--- src/rtl/grid_scan_pkg.sv ---
package grid_scan_pkg;
  localparam int unsigned DEF_CNT_W   = 4;
  localparam int unsigned DEF_DUTY_W  = 10;
  localparam int unsigned DEF_BLANK   = 8;
endpackage

--- src/rtl/gs_slot_timer.sv ---
module gs_slot_timer #(
  parameter int unsigned DUTY_W    = 10,
  parameter int unsigned BLANK_CYC = 8,
  localparam int unsigned SLOT_LEN = (1 << DUTY_W) + BLANK_CYC,
  localparam int unsigned PH_W     = $clog2(SLOT_LEN)
) (
  input  logic            clk_i,
  input  logic            rst_ni,
  output logic [PH_W-1:0] phase_o,
  output logic            wrap_o
);
  logic [PH_W-1:0] ph_q;

  assign wrap_o  = (ph_q == PH_W'(SLOT_LEN - 1));
  assign phase_o = ph_q;

  always_ff @(posedge clk_i or negedge rst_ni) begin
    if (!rst_ni)     ph_q <= '0;
    else if (wrap_o) ph_q <= '0;
    else             ph_q <= ph_q + 1'b1;
  end

  // phase stays in range and restarts after the last slot clock
  a_r2_phase_range: assert property (@(posedge clk_i) disable iff (!rst_ni)
    ph_q < PH_W'(SLOT_LEN));
  a_r2_phase_restart: assert property (@(posedge clk_i) disable iff (!rst_ni)
    wrap_o |=> (ph_q == '0));
endmodule

--- src/rtl/gs_cfg_shadow.sv ---
module gs_cfg_shadow #(
  parameter int unsigned CNT_W  = 4,
  parameter int unsigned DUTY_W = 10
) (
  input  logic              clk_i,
  input  logic              rst_ni,
  input  logic              load_i,
  input  logic [CNT_W-1:0]  cnt_i,
  input  logic [DUTY_W-1:0] duty_i,
  output logic [CNT_W-1:0]  cnt_o,
  output logic [DUTY_W-1:0] duty_o
);
  always_ff @(posedge clk_i or negedge rst_ni) begin
    if (!rst_ni) begin
      cnt_o  <= '0;
      duty_o <= '0;
    end else if (load_i) begin
      cnt_o  <= cnt_i;
      duty_o <= duty_i;
    end
  end

  // captured settings move only at a slot boundary
  a_r7_hold_mid_slot: assert property (@(posedge clk_i) disable iff (!rst_ni)
    !load_i |=> ($stable(cnt_o) && $stable(duty_o)));
endmodule

--- src/rtl/gs_digit_seq.sv ---
module gs_digit_seq #(
  parameter int unsigned CNT_W = 4
) (
  input  logic             clk_i,
  input  logic             rst_ni,
  input  logic             step_i,
  input  logic [CNT_W-1:0] next_cnt_i,
  input  logic [CNT_W-1:0] act_cnt_i,
  output logic [CNT_W-1:0] idx_o
);
  logic [CNT_W-1:0] last_next, last_act;

  // code 0 means every grid, so the last index is all ones
  assign last_next = (next_cnt_i == '0) ? '1 : next_cnt_i - 1'b1;
  assign last_act  = (act_cnt_i  == '0) ? '1 : act_cnt_i  - 1'b1;

  always_ff @(posedge clk_i or negedge rst_ni) begin
    if (!rst_ni)
      idx_o <= '0;
    else if (step_i)
      idx_o <= (idx_o >= last_next) ? '0 : idx_o + 1'b1;
  end

  // index moves only on a boundary
  a_r2_idx_steady: assert property (@(posedge clk_i) disable iff (!rst_ni)
    !step_i |=> $stable(idx_o));
  // index never exceeds the last enabled digit
  a_r5_idx_bound: assert property (@(posedge clk_i) disable iff (!rst_ni)
    idx_o <= last_act);
endmodule

--- src/rtl/grid_scan.sv ---
module grid_scan
  import grid_scan_pkg::*;
#(
  parameter int unsigned CNT_W     = DEF_CNT_W,
  parameter int unsigned DUTY_W    = DEF_DUTY_W,
  parameter int unsigned BLANK_CYC = DEF_BLANK,
  localparam int unsigned NUM_GRIDS = 1 << CNT_W,
  localparam int unsigned SLOT_LEN  = (1 << DUTY_W) + BLANK_CYC,
  localparam int unsigned PH_W      = $clog2(SLOT_LEN)
) (
  input  logic                 clk_i,
  input  logic                 rst_ni,
  input  logic [CNT_W-1:0]     digit_cnt_i,
  input  logic [DUTY_W-1:0]    duty_i,
  output logic [NUM_GRIDS-1:0] grid_o,
  output logic [CNT_W-1:0]     digit_o,
  output logic                 blank_o
);
  logic [PH_W-1:0]   phase;
  logic              slot_end;
  logic [CNT_W-1:0]  act_cnt;
  logic [DUTY_W-1:0] act_duty;
  logic              lit;

  gs_slot_timer #(.DUTY_W(DUTY_W), .BLANK_CYC(BLANK_CYC)) u_timer (
    .clk_i   (clk_i),
    .rst_ni  (rst_ni),
    .phase_o (phase),
    .wrap_o  (slot_end)
  );

  gs_cfg_shadow #(.CNT_W(CNT_W), .DUTY_W(DUTY_W)) u_shadow (
    .clk_i  (clk_i),
    .rst_ni (rst_ni),
    .load_i (slot_end),
    .cnt_i  (digit_cnt_i),
    .duty_i (duty_i),
    .cnt_o  (act_cnt),
    .duty_o (act_duty)
  );

  gs_digit_seq #(.CNT_W(CNT_W)) u_seq (
    .clk_i      (clk_i),
    .rst_ni     (rst_ni),
    .step_i     (slot_end),
    .next_cnt_i (digit_cnt_i),
    .act_cnt_i  (act_cnt),
    .idx_o      (digit_o)
  );

  // gap clocks sit above any duty value, so they are dark by the compare
  assign lit = (phase < PH_W'(act_duty));

  for (genvar g = 0; g < NUM_GRIDS; g++) begin : g_grid
    assign grid_o[g] = lit && (digit_o == CNT_W'(g));
  end

  assign blank_o = ~lit;

  // at most one grid, and it is the scanned one
  a_r6_onehot: assert property (@(posedge clk_i) disable iff (!rst_ni)
    $onehot0(grid_o));
  a_r6_grid_matches_idx: assert property (@(posedge clk_i) disable iff (!rst_ni)
    (grid_o != '0) |-> grid_o[digit_o]);
  // gap clocks are dark
  a_r4_gap_dark: assert property (@(posedge clk_i) disable iff (!rst_ni)
    (phase >= PH_W'(1 << DUTY_W)) |-> (grid_o == '0 && blank_o));
  // zero duty keeps the display dark
  a_r3_zero_dark: assert property (@(posedge clk_i) disable iff (!rst_ni)
    (act_duty == '0) |-> (grid_o == '0));
endmodule

--- config.mk ---
export PLATFORM = sky130hd
export DESIGN_NAME = grid_scan
export DESIGN_NICKNAME = d
export VERILOG_FILES = /design/src/rtl/grid_scan_pkg.sv /design/src/rtl/gs_slot_timer.sv /design/src/rtl/gs_cfg_shadow.sv /design/src/rtl/gs_digit_seq.sv /design/src/rtl/grid_scan.sv
export SDC_FILE = /design/constraint.sdc
export NUM_CORES = 1
export LEC_CHECK = 0
export ABC_CLOCK_PERIOD_IN_PS = 2000
export BUFFER_PORTS_ARGS = -buffer_cell sky130_fd_sc_hd__buf_2
export CORE_MARGIN = 2
export CORE_UTILIZATION = 49
export CTS_BUF_LIST = sky130_fd_sc_hd__clkbuf_8 sky130_fd_sc_hd__clkbuf_16
export DETAILED_ROUTE_END_ITERATION = 7
export HOLD_SLACK_MARGIN = 0.05
export PLACE_DENSITY = 0.76
export RECOVER_POWER = 50
export SYNTH_ARGS = -nofsm -noshare
export SYNTH_HDL_FRONTEND = slang
export SYNTH_SLANG_ARGS = --single-unit
--- constraint.sdc ---
create_clock -name clk_i -period 2 [get_ports clk_i]
set_input_delay 0.1 -clock clk_i [delete_from_list [all_inputs] [get_ports clk_i]]
set_output_delay 0.1 -clock clk_i [all_outputs]
set_load 0.02 [all_outputs]
==> results.txt <==
----------------------------------------------------
[Timing]
  Worst path setup slack after routing ... -329 ps
  Setup_tns ... -3630 ps
  Transition time of the tightest slew-check pin ... around 1400 ps
  Clock Skews ... 2.24 ps
  Final period demand of the worst path ... 2330 ps
  WHS ... approximately 57 ps
  Endpoints failing setup ... 17
  Worst slew slack as a fraction of its limit ... 0.0922
  Share of the clock period used by the worst path after layout ... 1.16
  Maximum clock frequency ... 0.429 GHz
  Final slew viol count ... 0
  Final hold violation count ... 0
  RSZ-0062 raised after global routing ... yes

[Logic synthesis]
  Cells taking the most area after synthesis ... dfrtp_1, ha_1, mux2_2
  Proportion of synthesized flip-flops having asynchronous set or reset ... 1.00
  Per-instance average area after synthesis ... 10.2 um^2
  Count of flip-flops with a built-in enable after synthesis ... 0
  #FFs+latches synth ... 25
  Main synth FF type ... dfrtp_1
  Count of mapped cells out of synthesis ... 169
  Number of library cell types mapped by synthesis ... 36
  Netlist area before placement ... 1720 um^2
  Post-synth top area cell ... dfrtp_1
  Share of the yosys chip area belonging to registers ... 0.364
  Yosys synthesis warning count ... 0
  Area share of the largest cell type after synthesis ... 0.364
  Net count after synthesis ... approximately 200

[Worst setup path]
  R2R setup slack ... 110 ps
  WP data arrival ... 2230 ps
  Maximum cell stage delay along the critical path ... about 400 ps
  Bufs and invs on worst path ... 2
  Worst path slowest cell ... dfrtp_1
  Kind of launch point of the worst setup path ... flop
  Data required time at the worst endpoint ... between 1500 and 2000 ps
  Cell breakdown of the critical path ... inv_2, ha_4, a21o_1, a211oi_4, o31ai_4, nor4b_2, buf_2
  Number of cells on the worst reg-to-reg path ... 6
  Peak fanout along the critical path ... 8
  Type of the worst setup path ... flop to primary output
  Worst reg2reg path startpoint ... u_timer.phase_o[1]
  CP Capture Type ... primary output
  Category of cells accounting for the largest share of critical-path delay ... compound AO/OA/AOI/OAI gates
  R2r endpoint ... u_seq.idx_o[2]

[Place]
  DP Wirelength ... around 2600 um
  Cell Count Post-Placement ... about 260
  Setup WS pre-CTS ... -157 ps
  Final weighted congestion of routability-driven global placement ... 0.726
  Count of buffers from port buffering ... 36

[Min path]
  Endpoint of the worst hold path ... u_shadow.duty_o[1]
  Start point of the worst min-delay path ... duty_i[1]
  Hold path depth ... 2
  Class of the tightest hold or removal check ... input port to flop

[Floorplanning]
  Horiz. Die Dim ... 63.2 um
  I/O pins ... 37
  Core area ... 3360 um^2
  Total number of placement rows ... 21
  Die boundary height ... 63.2 um
  Starting density of the core ... 0.511
  Area of the die ... around 4000 um^2

[Drt]
  Detailed-route vias per instance ... 5.45
  DRC violation count after routing ... 0
  Avg WL per Cell ... 15.5 um
  1st-iter DRT viols ... just over 80
  Overall via count from detail_route ... ~1,500
  Remaining number of nets flagged by the antenna check after routing ... 0
  Initial DRT Pass Iterations ... 4
  Wirelength, routed ... 4300 um

[Clock tree]
  CTS tree ... done
  Max Root-Sink Buffers ... 2
  Clock edge transition at the registers on the reported setup and hold paths ... 90 ps
  Number of sinks driven by the clock tree ... 25
  Master cell of the clock root buffer ... clkbuf_8
  Insertion delay to the later sink of the worst-skew pair ... approximately 270 ps
  Number of H-tree branching levels ... 1
  Clock buffer count from CTS ... 3

[Pwr]
  Maximum VDD drop ... 0.334 mV
  Pwr per Cell Area ... between 300 and 400 nW/um^2
  Leak ... roughly 1.1 nW

[Layout]
  Post-layout net count ... between 200 and 300
  # diodes ... 0
  Final Non-Filler Cells ... 278
  Filler cells ... 261
  Final core occ ... 0.737
  Synth-to-Final Area Change ... 44.3%
  Layout cell share with drive strength beyond 1 ... 0.474

[GRT]
  Largest net degree at the start of global routing ... 26
  Gr usage total ... 0.217
  Overflow left after global routing ... 0
  Number of antenna violations at the first check in global routing ... 0
  Number of global-route vias before repair ... ~1,500
  Wire length of the first global-routing pass ... 6960 um

[Run]
  Reported max-cap violation count ... 0

[Outcome]
  Violations in the final reports ... negative setup slack
  Status ... complete, but fails checks

----------------------------------------------------
==> power breakdown <==
| group | switching [mW] | internal (mW) |
|---|---|---|
| combinational | 0.0681 | 0.0646 |
| clock | 0.163 | 0.139 |
| sequential | 0.00565 | 0.515 |
| total | 0.237 | 0.719 |
==> synth_stat cells (all sizes together) (2+ instances only) <==
| library cell | number |
|---|---|
| dfrtp | 25 |
| ha | 19 |
| inv | 15 |
| nand2 | 15 |
| mux2 | 10 |
| nand3 | 10 |
| nor4b | 7 |
| xnor2 | 7 |
| nor4 | 6 |
| a21oi | 5 |
| nor3 | 5 |
| clkbuf | 4 |
| nand2b | 4 |
| nor2 | 4 |
| a21o | 3 |
| o211ai | 3 |
| o21ai | 3 |
| or2 | 3 |
| a31oi | 2 |
| and2 | 2 |
| and4 | 2 |
| buf | 2 |
| nand3b | 2 |
| nand4 | 2 |
| xor2 | 2 |
==> kinds of logic (layout without fill, tap and decap cells) <==
logic type,count (synthesis),in the layout,synth area share
AND/OR/NAND/NOR,64,64,0.229
flip-flops,25,25,0.364
AO/OA/AOI/OAI,21,22,0.100
XOR/XNOR,9,9,0.0459
multiplexers,10,10,0.0721
buffers and inverters,21,83,0.0509
adder cells (fa/ha/maj),19,19,0.138
==> cells in the final DEF, fill, tap and decap left out, types with 3 or more instances in the layout <==
master and n:
nor3_2 3, nand2_1 15, dfrtp_1 25, buf_4 30, nor4b_2 6, nand2b_1 4
a21o_1 3, nor4_2 3, mux2_4 3, o21ai_0 3, inv_1 13, clkbuf_8 3
ha_1 14, a21oi_1 4, buf_6 3, buf_2 26, o211ai_1 3, xnor2_1 7
ha_4 5, nor2_1 4, mux2_2 7, nand3_1 8
==> metal layers <==
metal  up-vias  track usage  wire (um)  part of all wire
met5         -            0          0                 0
met4         0       0.0489         48             0.011
met3         8       0.0321        147             0.034
met2        30        0.352       2160              0.50
met1       740        0.306       1940              0.45
li1        736            -          -                 -
==> state kept, by name (all words and copies together) (netlist names) <==
signal / cells
u_shadow.duty_o: 10
u_seq.idx_o: 4
u_timer.phase_o: 11
==> final cells by class <==
cell class / count / area (um^2) / area share
inverters: 15 / 56.3 / 0.0227
clock buffers: 3 / 41.3 / 0.0166
clock inverters: 1 / 5.00 / 0.00202
flip-flops and latches: 25 / 626 / 0.252
multi-input cells: 124 / 1260 / 0.507
well taps: 46 / 57.6 / 0.0232
repair buffers: 64 / 437 / 0.176
==> worst max path at each step <==
stage,startpoint,end,slack (ps),cells after the start
floorplan,u_timer.phase_o[8],grid_o[10],-200,6
detailed placement,u_timer.phase_o[8],blank_o,-160,5
finish,u_shadow.duty_o[8],grid_o[15],-330,7
global route,u_shadow.duty_o[8],grid_o[15],-390,7
CTS,u_shadow.duty_o[8],grid_o[2],-220,7
global placement,u_timer.phase_o[8],blank_o,-120,5
==> timing repair <==
item                                    in CTS  in global routing
buffers inserted                             4                  8
gates cloned                                 1                  0
gates resized for setup                     25                 20
pin swaps                                   12                 14
hold endpoints to repair                    25                  1
endpoints found under the setup margin      17                 17
hold buffers                                 1                  1
==> per-stage QoR <==
step | instance area (um^2) | total power [mW]
after floorplan | 1730 | 0.587
after global placement | 2040 | 0.628
after detailed placement | 2040 | 0.630
after CTS | 2280 | 0.936
after global routing | 2480 | 1.00
final | 2480 | 0.956
Power figures use the tool's default switching activity.
